File: src/rtl/nfc_pkg.sv
package nfc_pkg;

  localparam int ADDR_W = 5;
  localparam int DATA_W = 32;
  localparam int CFG_W  = 16;
  localparam int BYTE_W = 8;

  localparam logic [ADDR_W-1:0] OFF_CFG  = 5'h00;
  localparam logic [ADDR_W-1:0] OFF_CMD  = 5'h04;
  localparam logic [ADDR_W-1:0] OFF_ADR  = 5'h08;
  localparam logic [ADDR_W-1:0] OFF_DAT  = 5'h0C;
  localparam logic [ADDR_W-1:0] OFF_STS  = 5'h10;
  localparam logic [ADDR_W-1:0] OFF_ECC0 = 5'h14;
  localparam logic [ADDR_W-1:0] OFF_ECC1 = 5'h15;
  localparam logic [ADDR_W-1:0] OFF_ECC2 = 5'h16;

  // stored configuration bits (the clear-request bit is not kept)
  localparam int              CLR_BIT  = 12;
  localparam int              EN_BIT   = 15;
  localparam int              CE_BIT   = 11;
  localparam logic [CFG_W-1:0] CFG_KEEP = 16'h9FFF & ~(16'h1 << CLR_BIT);

  typedef enum logic [1:0] {
    PH_IDLE,
    PH_SETUP,
    PH_STROBE,
    PH_DONE
  } phase_t;

  typedef enum logic [1:0] {
    PK_NONE,
    PK_CMD,
    PK_ADR,
    PK_DAT
  } pin_kind_t;

  // data bits that feed column parity j: bit b is used when bit (j/2) of b equals j%2
  function automatic logic [BYTE_W-1:0] col_mask(input int j);
    logic [BYTE_W-1:0] m;
    for (int b = 0; b < BYTE_W; b++) begin
      m[b] = (((b >> (j / 2)) & 1) == (j % 2));
    end
    return m;
  endfunction

endpackage

File: src/rtl/nfc_regs.sv
module nfc_regs
  import nfc_pkg::*;
(
  input  logic              clk,
  input  logic              rst_n,
  input  logic              wr_cfg,
  input  logic              wr_cmd,
  input  logic              wr_adr,
  input  logic [CFG_W-1:0]  wdata,
  output logic [CFG_W-1:0]  cfg_q,
  output logic [BYTE_W-1:0] cmd_q,
  output logic [BYTE_W-1:0] adr_q,
  output logic              ecc_clr
);

  assign ecc_clr = wr_cfg && wdata[CLR_BIT];

  always_ff @(posedge clk) begin
    if (!rst_n) begin
      cfg_q <= '0;
      cmd_q <= '0;
      adr_q <= '0;
    end else begin
      if (wr_cfg) cfg_q <= wdata & CFG_KEEP;
      if (wr_cmd) cmd_q <= wdata[BYTE_W-1:0];
      if (wr_adr) adr_q <= wdata[BYTE_W-1:0];
    end
  end

  AST_CMD_HOLD: assert property (@(posedge clk) disable iff (!rst_n)
    !wr_cmd |=> $stable(cmd_q)) else $error("command register moved without a write");

  AST_ADR_HOLD: assert property (@(posedge clk) disable iff (!rst_n)
    !wr_adr |=> $stable(adr_q)) else $error("address register moved without a write");

endmodule

File: src/rtl/nfc_ecc.sv
module nfc_ecc
  import nfc_pkg::*;
#(
  parameter int IDX_W    = 8,
  parameter int LP_PAIRS = 9,
  parameter int COL_W    = 6,
  localparam int ECC_W   = 2 * LP_PAIRS + COL_W
) (
  input  logic              clk,
  input  logic              rst_n,
  input  logic              clr,
  input  logic              fold,
  input  logic [BYTE_W-1:0] byte_in,
  output logic [ECC_W-1:0]  ecc_word
);

  logic [IDX_W-1:0]    idx_q;
  logic [LP_PAIRS-1:0] hi_v, lo_v;
  logic [COL_W-1:0]    col_v;
  logic [ECC_W-1:0]    raw;
  logic                odd_byte;

  assign odd_byte = ^byte_in;

  always_ff @(posedge clk) begin
    if (!rst_n || clr) idx_q <= '0;
    else if (fold)     idx_q <= idx_q + 1'b1;
  end

  for (genvar n = 0; n < LP_PAIRS; n++) begin : g_pair
    logic sel;
    logic hi_q, lo_q;
    if (n < IDX_W) begin : g_idx
      assign sel = idx_q[n];
    end else begin : g_pad
      assign sel = 1'b0;
    end
    always_ff @(posedge clk) begin
      if (!rst_n || clr) begin
        hi_q <= 1'b0;
        lo_q <= 1'b0;
      end else if (fold && odd_byte) begin
        if (sel) hi_q <= ~hi_q;
        else     lo_q <= ~lo_q;
      end
    end
    assign hi_v[n]       = hi_q;
    assign lo_v[n]       = lo_q;
    assign raw[2*n]      = hi_q;
    assign raw[2*n + 1]  = lo_q;
  end

  for (genvar j = 0; j < COL_W; j++) begin : g_col
    localparam logic [BYTE_W-1:0] MASK = col_mask(j);
    logic c_q;
    always_ff @(posedge clk) begin
      if (!rst_n || clr) c_q <= 1'b0;
      else if (fold)     c_q <= c_q ^ (^(byte_in & MASK));
    end
    assign col_v[j]              = c_q;
    assign raw[2*LP_PAIRS + j]   = c_q;
  end

  assign ecc_word = ~raw;

  AST_ECC_CLEARED: assert property (@(posedge clk) disable iff (!rst_n)
    clr |=> (hi_v == '0 && lo_v == '0 && col_v == '0)) else $error("clear left parity set");

  AST_IDX_STEP: assert property (@(posedge clk) disable iff (!rst_n)
    (fold && !clr) |=> idx_q == $past(idx_q) + 1'b1) else $error("position did not advance");

endmodule

File: src/rtl/nfc_seq.sv
module nfc_seq
  import nfc_pkg::*;
(
  input  logic              clk,
  input  logic              rst_n,
  input  logic              start_reg,
  input  logic              start_pin,
  input  pin_kind_t         kind,
  input  logic              is_read,
  input  logic [BYTE_W-1:0] byte_out,
  input  logic              nce_level,
  input  logic [BYTE_W-1:0] io_in,
  output phase_t            phase,
  output logic [BYTE_W-1:0] rd_byte,
  output logic              fold,
  output logic [BYTE_W-1:0] fold_byte,
  output logic              cle,
  output logic              ale,
  output logic              nce,
  output logic              nwe,
  output logic              nre,
  output logic [BYTE_W-1:0] io_out,
  output logic              io_oe
);

  pin_kind_t         kind_q;
  logic              rd_q;
  logic [BYTE_W-1:0] byte_q;
  logic              nce_q;
  logic              active;

  always_ff @(posedge clk) begin
    if (!rst_n) begin
      phase   <= PH_IDLE;
      kind_q  <= PK_NONE;
      rd_q    <= 1'b0;
      byte_q  <= '0;
      nce_q   <= 1'b1;
      rd_byte <= '0;
    end else begin
      unique case (phase)
        PH_IDLE: begin
          if (start_pin) begin
            kind_q <= kind;
            rd_q   <= is_read;
            byte_q <= byte_out;
            nce_q  <= nce_level;
            phase  <= PH_SETUP;
          end else if (start_reg) begin
            phase  <= PH_DONE;
          end
        end
        PH_SETUP:  phase <= PH_STROBE;
        PH_STROBE: begin
          if (rd_q) rd_byte <= io_in;
          phase <= PH_DONE;
        end
        PH_DONE:   phase <= PH_IDLE;
        default:   phase <= PH_IDLE;
      endcase
    end
  end

  assign active    = (phase == PH_SETUP) || (phase == PH_STROBE);
  assign cle       = active && (kind_q == PK_CMD);
  assign ale       = active && (kind_q == PK_ADR);
  assign nce       = active ? nce_q : 1'b1;
  assign io_oe     = active && !rd_q;
  assign io_out    = byte_q;
  assign nwe       = !((phase == PH_STROBE) && !rd_q);
  assign nre       = !((phase == PH_STROBE) && rd_q);
  assign fold      = (phase == PH_STROBE) && (kind_q == PK_DAT);
  assign fold_byte = rd_q ? io_in : byte_q;

  AST_CLE_ALE_EXCL: assert property (@(posedge clk) disable iff (!rst_n)
    !(cle && ale)) else $error("both latch enables high");

  AST_STROBE_EXCL: assert property (@(posedge clk) disable iff (!rst_n)
    !(!nwe && !nre)) else $error("both strobes low");

  AST_WE_ONE_CLK: assert property (@(posedge clk) disable iff (!rst_n)
    !nwe |=> nwe) else $error("write strobe longer than one clock");

  AST_RE_ONE_CLK: assert property (@(posedge clk) disable iff (!rst_n)
    !nre |=> nre) else $error("read strobe longer than one clock");

  AST_RE_BUS_FREE: assert property (@(posedge clk) disable iff (!rst_n)
    !nre |-> !io_oe) else $error("bus driven during read");

endmodule

File: src/rtl/nand_ecc_ctrl.sv
module nand_ecc_ctrl
  import nfc_pkg::*;
(
  input  logic              clk,
  input  logic              rst_n,
  input  logic              bus_valid,
  output logic              bus_ready,
  input  logic              bus_write,
  input  logic [ADDR_W-1:0] bus_addr,
  input  logic [DATA_W-1:0] bus_wdata,
  output logic [DATA_W-1:0] bus_rdata,
  input  logic              wp_on,
  output logic              nand_cle,
  output logic              nand_ale,
  output logic              nand_nce,
  output logic              nand_nwe,
  output logic              nand_nre,
  output logic              nand_nwp,
  output logic [BYTE_W-1:0] nand_io_out,
  output logic              nand_io_oe,
  input  logic [BYTE_W-1:0] nand_io_in,
  input  logic              nand_rb
);

  localparam int ECC_W = 24;

  phase_t            phase;
  logic [CFG_W-1:0]  cfg_q;
  logic [BYTE_W-1:0] cmd_q, adr_q, rd_byte, fold_byte;
  logic [ECC_W-1:0]  ecc_word;
  logic              ecc_clr, fold;
  logic              accept, enabled, pin_op, reg_op;
  logic              wr_cfg, wr_cmd, wr_adr;
  pin_kind_t         kind;
  logic [DATA_W-1:0] reg_rdata, rdata_q;
  logic              dat_rd_q;
  logic              unused_wdata_hi;

  assign unused_wdata_hi = ^bus_wdata[DATA_W-1:CFG_W];

  assign accept  = (phase == PH_IDLE) && bus_valid;
  assign enabled = cfg_q[EN_BIT];
  assign wr_cfg  = accept && bus_write && (bus_addr == OFF_CFG);
  assign wr_cmd  = accept && bus_write && (bus_addr == OFF_CMD);
  assign wr_adr  = accept && bus_write && (bus_addr == OFF_ADR);

  always_comb begin
    kind = PK_NONE;
    if (bus_write) begin
      if (bus_addr == OFF_CMD)      kind = PK_CMD;
      else if (bus_addr == OFF_ADR) kind = PK_ADR;
      else if (bus_addr == OFF_DAT) kind = PK_DAT;
    end else if (bus_addr == OFF_DAT) begin
      kind = PK_DAT;
    end
  end

  assign pin_op = accept && enabled && (kind != PK_NONE);
  assign reg_op = accept && !pin_op;

  always_comb begin
    reg_rdata = '0;
    unique case (bus_addr)
      OFF_CFG:  reg_rdata[CFG_W-1:0]  = cfg_q;
      OFF_CMD:  reg_rdata[BYTE_W-1:0] = cmd_q;
      OFF_ADR:  reg_rdata[BYTE_W-1:0] = adr_q;
      OFF_STS:  reg_rdata[0]          = nand_rb;
      OFF_ECC0: reg_rdata[BYTE_W-1:0] = ecc_word[7:0];
      OFF_ECC1: reg_rdata[BYTE_W-1:0] = ecc_word[15:8];
      OFF_ECC2: reg_rdata[BYTE_W-1:0] = ecc_word[23:16];
      default:  reg_rdata             = '0;
    endcase
  end

  always_ff @(posedge clk) begin
    if (!rst_n) begin
      rdata_q  <= '0;
      dat_rd_q <= 1'b0;
    end else if (accept) begin
      rdata_q  <= bus_write ? '0 : reg_rdata;
      dat_rd_q <= pin_op && !bus_write;
    end
  end

  assign bus_ready = (phase == PH_DONE);
  assign bus_rdata = !bus_ready ? '0 :
                     dat_rd_q   ? {{(DATA_W-BYTE_W){1'b0}}, rd_byte} : rdata_q;
  assign nand_nwp  = !wp_on;

  nfc_regs u_regs (
    .clk     (clk),
    .rst_n   (rst_n),
    .wr_cfg  (wr_cfg),
    .wr_cmd  (wr_cmd),
    .wr_adr  (wr_adr),
    .wdata   (bus_wdata[CFG_W-1:0]),
    .cfg_q   (cfg_q),
    .cmd_q   (cmd_q),
    .adr_q   (adr_q),
    .ecc_clr (ecc_clr)
  );

  nfc_seq u_seq (
    .clk       (clk),
    .rst_n     (rst_n),
    .start_reg (reg_op),
    .start_pin (pin_op),
    .kind      (kind),
    .is_read   (!bus_write),
    .byte_out  (bus_wdata[BYTE_W-1:0]),
    .nce_level (cfg_q[CE_BIT]),
    .io_in     (nand_io_in),
    .phase     (phase),
    .rd_byte   (rd_byte),
    .fold      (fold),
    .fold_byte (fold_byte),
    .cle       (nand_cle),
    .ale       (nand_ale),
    .nce       (nand_nce),
    .nwe       (nand_nwe),
    .nre       (nand_nre),
    .io_out    (nand_io_out),
    .io_oe     (nand_io_oe)
  );

  nfc_ecc #(
    .IDX_W    (8),
    .LP_PAIRS (9),
    .COL_W    (6)
  ) u_ecc (
    .clk      (clk),
    .rst_n    (rst_n),
    .clr      (ecc_clr),
    .fold     (fold),
    .byte_in  (fold_byte),
    .ecc_word (ecc_word)
  );

  AST_NO_PIN_WHEN_OFF: assert property (@(posedge clk) disable iff (!rst_n)
    $fell(nand_nwe) || $fell(nand_nre) |-> enabled) else $error("strobe while disabled");

  AST_READY_PULSE: assert property (@(posedge clk) disable iff (!rst_n)
    bus_ready |=> !bus_ready) else $error("ready held for more than a cycle");

  AST_WP_FOLLOW: assert property (@(posedge clk) disable iff (!rst_n)
    nand_nwp != wp_on) else $error("write protect pin wrong");

endmodule

File: config.mk
export PLATFORM = sky130hd
export DESIGN_NAME = nand_ecc_ctrl
export DESIGN_NICKNAME = d
export VERILOG_FILES = /design/src/rtl/nfc_pkg.sv /design/src/rtl/nfc_regs.sv /design/src/rtl/nfc_ecc.sv /design/src/rtl/nfc_seq.sv /design/src/rtl/nand_ecc_ctrl.sv
export SDC_FILE = /design/constraint.sdc
export NUM_CORES = 1
export LEC_CHECK = 0
export ABC_AREA = 0
export BUFFER_PORTS_ARGS = -buffer_cell sky130_fd_sc_hd__buf_2
export CORE_UTILIZATION = 40
export DETAILED_ROUTE_END_ITERATION = 7
export PLACE_DENSITY_LB_ADDON = 0.05
export SETUP_SLACK_MARGIN = 0.1
export SLEW_MARGIN = 20
export SYNTH_ARGS = -nofsm -noshare
export SYNTH_HDL_FRONTEND = slang
export SYNTH_SLANG_ARGS = --single-unit
File: constraint.sdc
create_clock -name clk -period 2.4 [get_ports clk]
set_clock_uncertainty 0.1 [all_clocks]
set_input_delay 0.24 -clock clk [delete_from_list [all_inputs] [get_ports clk]]
set_output_delay 0.24 -clock clk [all_outputs]
set_load 0.02 [all_outputs]
==> out/metrics.cfg, run 1 <==
[yosys]
yosysSeqAreaShare_pct=39.15
synth-seq-cells=96
avgSynthCellArea_sq_um=8.688
ys_warn_count=0
ys.flop_type=dfxtp_1
synth-edff-count=0
netlist_area_sq_um=4908
ys_types=42
syn_inst=565
async_flop_share_pct=0

[timing]
rsz0062_at_grt=no
setup_viol=0
post-route-period-util_pct=89.46
period_needed_ns=2.147
hold_viol=0
worst_pin_slew_ns=0.6595
finalMaxSlewViolations=0
relSlewSlack_pct=55.82
fmax_mhz=465.7

[setup_path]
end_kind=flop
r2r_start=u_seq.io_out[0]
critPathKind=reg -> reg
max_stage_delay_ns=0.46
setup.worst_path.start_class=flop
crit_required_ns=2.58
rr_worst_depth=7
crit_fanout=16
cp-startpoint=u_seq.io_out[0]
crit_slowest_cell=or4_1
crit_chain=xor2_1 -> mux2i_1 -> buf_4 -> xnor2_4 -> xnor2_2 -> or4_1 -> a21oi_1
ff2ff_setup_slack_ns=0.25
cp.arrival_ns=2.33
r2r_end=u_ecc.g_pair[0].lo_q

[global_route]
grt_first_pass_wirelength_um=19630
grt_overflow=0
grt_pass1_vias=3687
antenna_found_initial=0
grt_max_degree=34
grt_usage_pct=20.46

[layout]
final_nets=707
num_antenna_cells=0
synthToLayoutAreaGrowth_pct=20.80
layout-drive-gt1-share_pct=20.46
final_area_sq_um=5929

[route]
wl_per_cell_um=16.15
drc=0
routed_via_density=5.120
routed_wl_um=12950
dr.pass1.iters=4
drtIter0Drc=193
vias=4106
ant_nets=0

[floorplan]
dieArea_sq_um=12720
die_w_um=112.8
start_util_pct=41.04
core_area_sq_um=11960
rows=40
ioPinCount=99
die_y_um=112.8

[place]
globalplace.congestion=0.8216
dp_hpwl_um=9334
placed_cell_area_sq_um=5583
numPortBuffers=61

[min_path]
hold_end=u_regs.cfg_q[10]
holdCritPathClass=in -> reg
min_delay_path_depth=3
min-delay-start=bus_wdata[10]

[clock_tree]
clk_path_buf_depth=2
clkTransAtPathRegs_ns=0.06
cts_sinks=96
cts_tree=yes
cts_root_buf=clkbuf_16
cts_buffers=9
htreeDepth=3
clk_latency_ns=0.35

[power]
vdd_drop_max_v=0.0003616
total_power_uw=3647
p_per_area_nw_per_um2=615.1
p_leak_uw=0.002275

[outcome]
status=completed

[flow_run]
drv_cap=0

==> synth_stat cells, types with 2 or more instances <==
cell,instances,area share [%]
dfxtp_1,96,39
nand2_1,67,5.1
mux2i_1,54,11
nor2b_1,41,5.2
a21oi_1,33,3.4
a21boi_0,30,4.6
o21ai_0,28,2.9
clkbuf_1,26,2.0
buf_4,19,2.9
or3_1,17,2.2
o22ai_1,16,2.0
xor2_1,16,2.9
nor2_1,15,1.1
inv_1,12,0.92
nand3_1,11,1.1
or4_1,9,1.4
xnor2_1,9,1.6
o31ai_1,8,1.2
and2_1,7,0.89
a22oi_1,5,0.76
buf_2,5,0.51
ha_1,5,1.3
nand2b_1,5,0.64
nand4_1,4,0.51
and3_1,3,0.38
buf_1,3,0.23
xnor2_2,3,0.99
nand4b_1,2,0.36
nor4_2,2,0.51
o21a_1,2,0.31
==> final cells by class <==
| class | count | area, sq um |
|---|---|---|
| clock buffers | 12 | 246.5 |
| clock inverters | 3 | 42.54 |
| fillers | 1171 | 6032 |
| inverters | 12 | 45.04 |
| multi-input cells | 422 | 2779 |
| flip-flops and latches | 96 | 1922 |
| well taps | 147 | 183.9 |
| repair buffers | 110 | 710.7 |
==> power breakdown <==
group	switching (uW)	internal [uW]
Clock	610	830
Combinational	355	220
Sequential	18.4	1610
Total	983	2660
==> repair_timing <==
| item | 4_1_cts | 5_1_grt |
|---|---|---|
| cloned | 0 | 1 |
| hold buffers | 0 | 0 |
| pin swaps | 0 | 1 |
| buffers inserted | 0 | 0 |
| gates resized for setup | 1 | 4 |
| endpoints found under the setup margin | 17 | 9 |
==> routing by layer <==
| layer | wire length [um] | track usage [%] | share of wire (%) |
|---|---|---|---|
| met2 | 5995 | 33.25 | 46 |
| met1 | 6311 | 27.63 | 49 |
| met3 | 467 | 2.999 | 3.6 |
| met5 | 0 | 0 | 0 |
| met4 | 174 | 7.467 | 1.3 |
==> layout by cell type, fill, tap and decap left out, types with 3 or more instances in the layout <==
cell / n
conb_1: 19
nand2_1: 67
xnor2_4: 3
buf_12: 3
xor2_1: 16
and2_1: 7
a21boi_0: 30
dfxtp_1: 96
a21oi_1: 33
o22ai_1: 16
o31ai_1: 8
ha_1: 5
or4_1: 9
nor2b_1: 41
xnor2_1: 9
and3_1: 3
buf_2: 61
a22oi_1: 5
nor2_1: 15
o21ai_0: 28
buf_4: 46
inv_1: 12
nand3_1: 11
clkbuf_16: 9
or3_1: 17
mux2i_1: 52
nand2b_1: 5
nand4_1: 4
==> registers in the layout, summed over array words and instances (netlist names) <==
name,flops
u_ecc.g_pair.hi_q,8
u_ecc.g_col.c_q,6
u_seq.nce_q,1
rdata_q,13
u_regs.cfg_q,13
u_seq.io_out,8
u_seq.rd_byte,8
u_ecc.idx_q,8
u_seq.rd_q,1
u_seq.phase,2
u_regs.adr_q,8
u_regs.cmd_q,8
u_seq.kind_q,2
dat_rd_q,1
u_ecc.g_pair.lo_q,9
==> metrics by stage <==
step | setup WS [ns] | cells | utilization (%) | setup TNS, ns | hold WS (ns)
finish | 0.2529 | 802 | 49.57 | 0 | 0.04103
global route | 0.1211 | 802 | 49.57 | 0 | 0.04856
CTS | 0.1883 | 801 | 49.18 | 0 | 0.03246
detailed placement | -0.1061 | 786 | 46.67 | -0.7162 | 0.3572
global placement | -0.06525 | 786 | 46.67 | -0.1912 | 0.3463
floorplan | 0.3851 | 583 | - | 0 | 0.2874
==> critical path, delay by kind of cell (launching register included) <==
family	cells	cell delay (ns)
muxes	1	0.08
buffers and inverters	1	0.17
xor gates and xnor gates	3	0.73
AOI/OAI and AO/OA	1	0.15
DFF	1	0.39
and+or+nand+nor	1	0.46
==> cell families (layout without fill, tap and decap cells) <==
family	Yosys count	count (layout)	share of synthesized area, %
muxes	55	55	11.24
other	1	19	0.07640
adders and majority gates	5	5	1.275
and+or+nand+nor	189	189	20.37
xor gates and xnor gates	28	29	5.455
AOI/OAI and AO/OA	125	125	15.65
buffers and inverters	66	137	6.780
DFF	96	96	39.15
==> worst max path at each step <==
stage / end / slack [ns] / depth (start not counted)
after floorplan: u_ecc.g_pair[6].lo_q / 0.39 / 7
after global placement: u_ecc.g_pair[1].lo_q / -0.07 / 9
after detailed placement: u_ecc.g_pair[2].lo_q / -0.11 / 9
after CTS: u_ecc.g_pair[1].lo_q / 0.19 / 7
after global routing: u_ecc.g_pair[6].lo_q / 0.12 / 6
final: u_ecc.g_pair[0].lo_q / 0.25 / 7
Power figures use the tool's default switching activity.
==> inputs of run 2 (changes only) <==
clock period = 2.7 ns   (was 2.4 ns; I/O delays follow)
==> run 2 against run 1 <==
Clock power fell by 17%. Combinational power decreased by 16%. Via count is 3.8% lower. Critical path depth unchanged. Non-clock buffer count fell by 31. Count of clock-buffer cells in the layout shrank 1. First-iteration DRC count fell by 30%. Wire length is 5.6% lower. Die area is the same. Fmax fell by 9.0%. Highest routed layer unchanged.
==> out/metrics.cfg, run 2 (synthesized netlist as in run 1, its figures left out) <==
[clock_tree]
cts_root_buf=clkbuf_16
clkTransAtPathRegs_ns=0.06
cts_tree=yes
cts_hold_buf=0
cts_setup_buffers=0
ctsResizeCount=0
cts_sinks=96
clk_latency_ns=0.35
clk_path_buf_depth=2
cts_buffers=9
htreeDepth=3

[min_path]
holdCritPathClass=in -> reg
hold_end=u_regs.cfg_q[8]
min-delay-start=bus_wdata[8]
min_delay_path_depth=3

[route]
wl_met1_um=6010
wl_met3_um=349
ant_nets=0
drc=0
wl_per_cell_um=15.86
routed_wl_um=12230
wl_met2_um=5679
top_layer=met4
dr.pass1.iters=4
routed_via_density=5.123
vias=3950
drtIter0Drc=135

[timing]
rsz0062_at_grt=no
setup_viol=0
worst_pin_slew_ns=0.6627
period_needed_ns=2.359
post-route-period-util_pct=87.37
final.setup.tns_ns=0
fmax_mhz=423.9
relSlewSlack_pct=55.82
finalMaxSlewViolations=0
hold_viol=0

[global_route]
grt_overflow=0
grt_pass1_vias=3710
grt_max_degree=42
grt_first_pass_wirelength_um=19420
antenna_found_initial=0
grt_usage_pct=20.05

[power]
p_per_area_nw_per_um2=561.5
vdd_drop_max_v=0.0002969
p_leak_uw=0.002101

[floorplan]
rows=40
core_area_sq_um=11960
die_y_um=112.8
die_w_um=112.8
ioPinCount=99
start_util_pct=41.04
dieArea_sq_um=12720

[setup_path]
crit_fanout=34
ff2ff_setup_slack_ns=0.34
setup.worst_path.start_class=flop
rr_worst_depth=7
r2r_start=u_seq.rd_q
end_kind=flop
r2r_end=u_ecc.g_pair[3].lo_q
crit_required_ns=2.87
cp.arrival_ns=2.53
cp-startpoint=u_seq.rd_q
critPathKind=reg -> reg

[layout]
final_cell_mix=dfxtp_1, nand2_1, buf_2
regArea_sq_um=1922
synthToLayoutAreaGrowth_pct=13.84
n_fill_cell=1232
multi_input_area_sq_um=2721
final_nets=675
final_common_cell=dfxtp_1
top_regs=rdata_q (13), u_regs.cfg_q (13), u_ecc.g_pair.lo_q (9)
num_antenna_cells=0
layout-drive-gt1-share_pct=16.35
layout.cells.non_filler=771

[place]
numPortBuffers=61
dp_cells=755
dp_hpwl_um=8981
globalplace.congestion=0.8154

[outcome]
status=completed

[flow_run]
drv_cap=0

[run 2: final cells by class]
class | instances | area share [%]
Multi-Input combinational cell | 421 | 48.70
Sequential cell | 96 | 34.39
Timing Repair Buffer | 79 | 7.882
Clock buffer | 11 | 4.344
Tap cell | 147 | 3.292
Inverter | 12 | 0.8061
Clock inverter | 5 | 0.5822
[run 2: how the worst max path moves through the flow]
stage	slack (ns)	endpoint	depth (start not counted)
2_1_floorplan	0.69	u_ecc.g_pair[6].lo_q	7
5_1_grt	0.21	u_ecc.g_pair[3].lo_q	7
6_report	0.34	u_ecc.g_pair[3].lo_q	7
3_5_place_dp	0.36	u_ecc.g_pair[3].lo_q	7
3_3_place_gp	0.46	u_ecc.g_pair[3].lo_q	7
4_1_cts	0.35	u_ecc.g_pair[3].lo_q	7
[run 2: power breakdown]
part,switching [uW],internal (uW)
registers,16.3,1430
logic,307,176
clock network,554,649
total,877,2260
[run 2: metal layers]
| layer | track usage [%] | vias up |
|---|---|---|
| li1 | - | 2036 |
| met1 | 26.66 | 1836 |
| met2 | 33.00 | 63 |
| met3 | 2.999 | 15 |
| met4 | 7.467 | 0 |
| met5 | 0 | - |
[run 2: per-stage QoR]
stage | total power, uW | instance area, sq um | hold slack (ns) | worst slack (ns) | util [%]
after floorplan | 1823 | 4976 | 0.3174 | 0.6851 | -
after global placement | 1961 | 5313 | 0.3483 | 0.4632 | 44.41
after detailed placement | 1968 | 5313 | 0.3554 | 0.3595 | 44.41
after CTS | 3169 | 5588 | 0.06416 | 0.3493 | 46.72
after global routing | 3272 | 5588 | 0.07364 | 0.2068 | 46.72
final | 3137 | 5588 | 0.07419 | 0.3411 | 46.72
[run 2: worst max-delay path, stage by stage, from the launching register on]
cell	delay, ns
dfxtp_1	0.46
buf_4	0.20
mux2i_1	0.37
xnor2_2	0.17
xnor2_2	0.16
buf_4	0.22
or4_1	0.42
a21oi_1	0.18
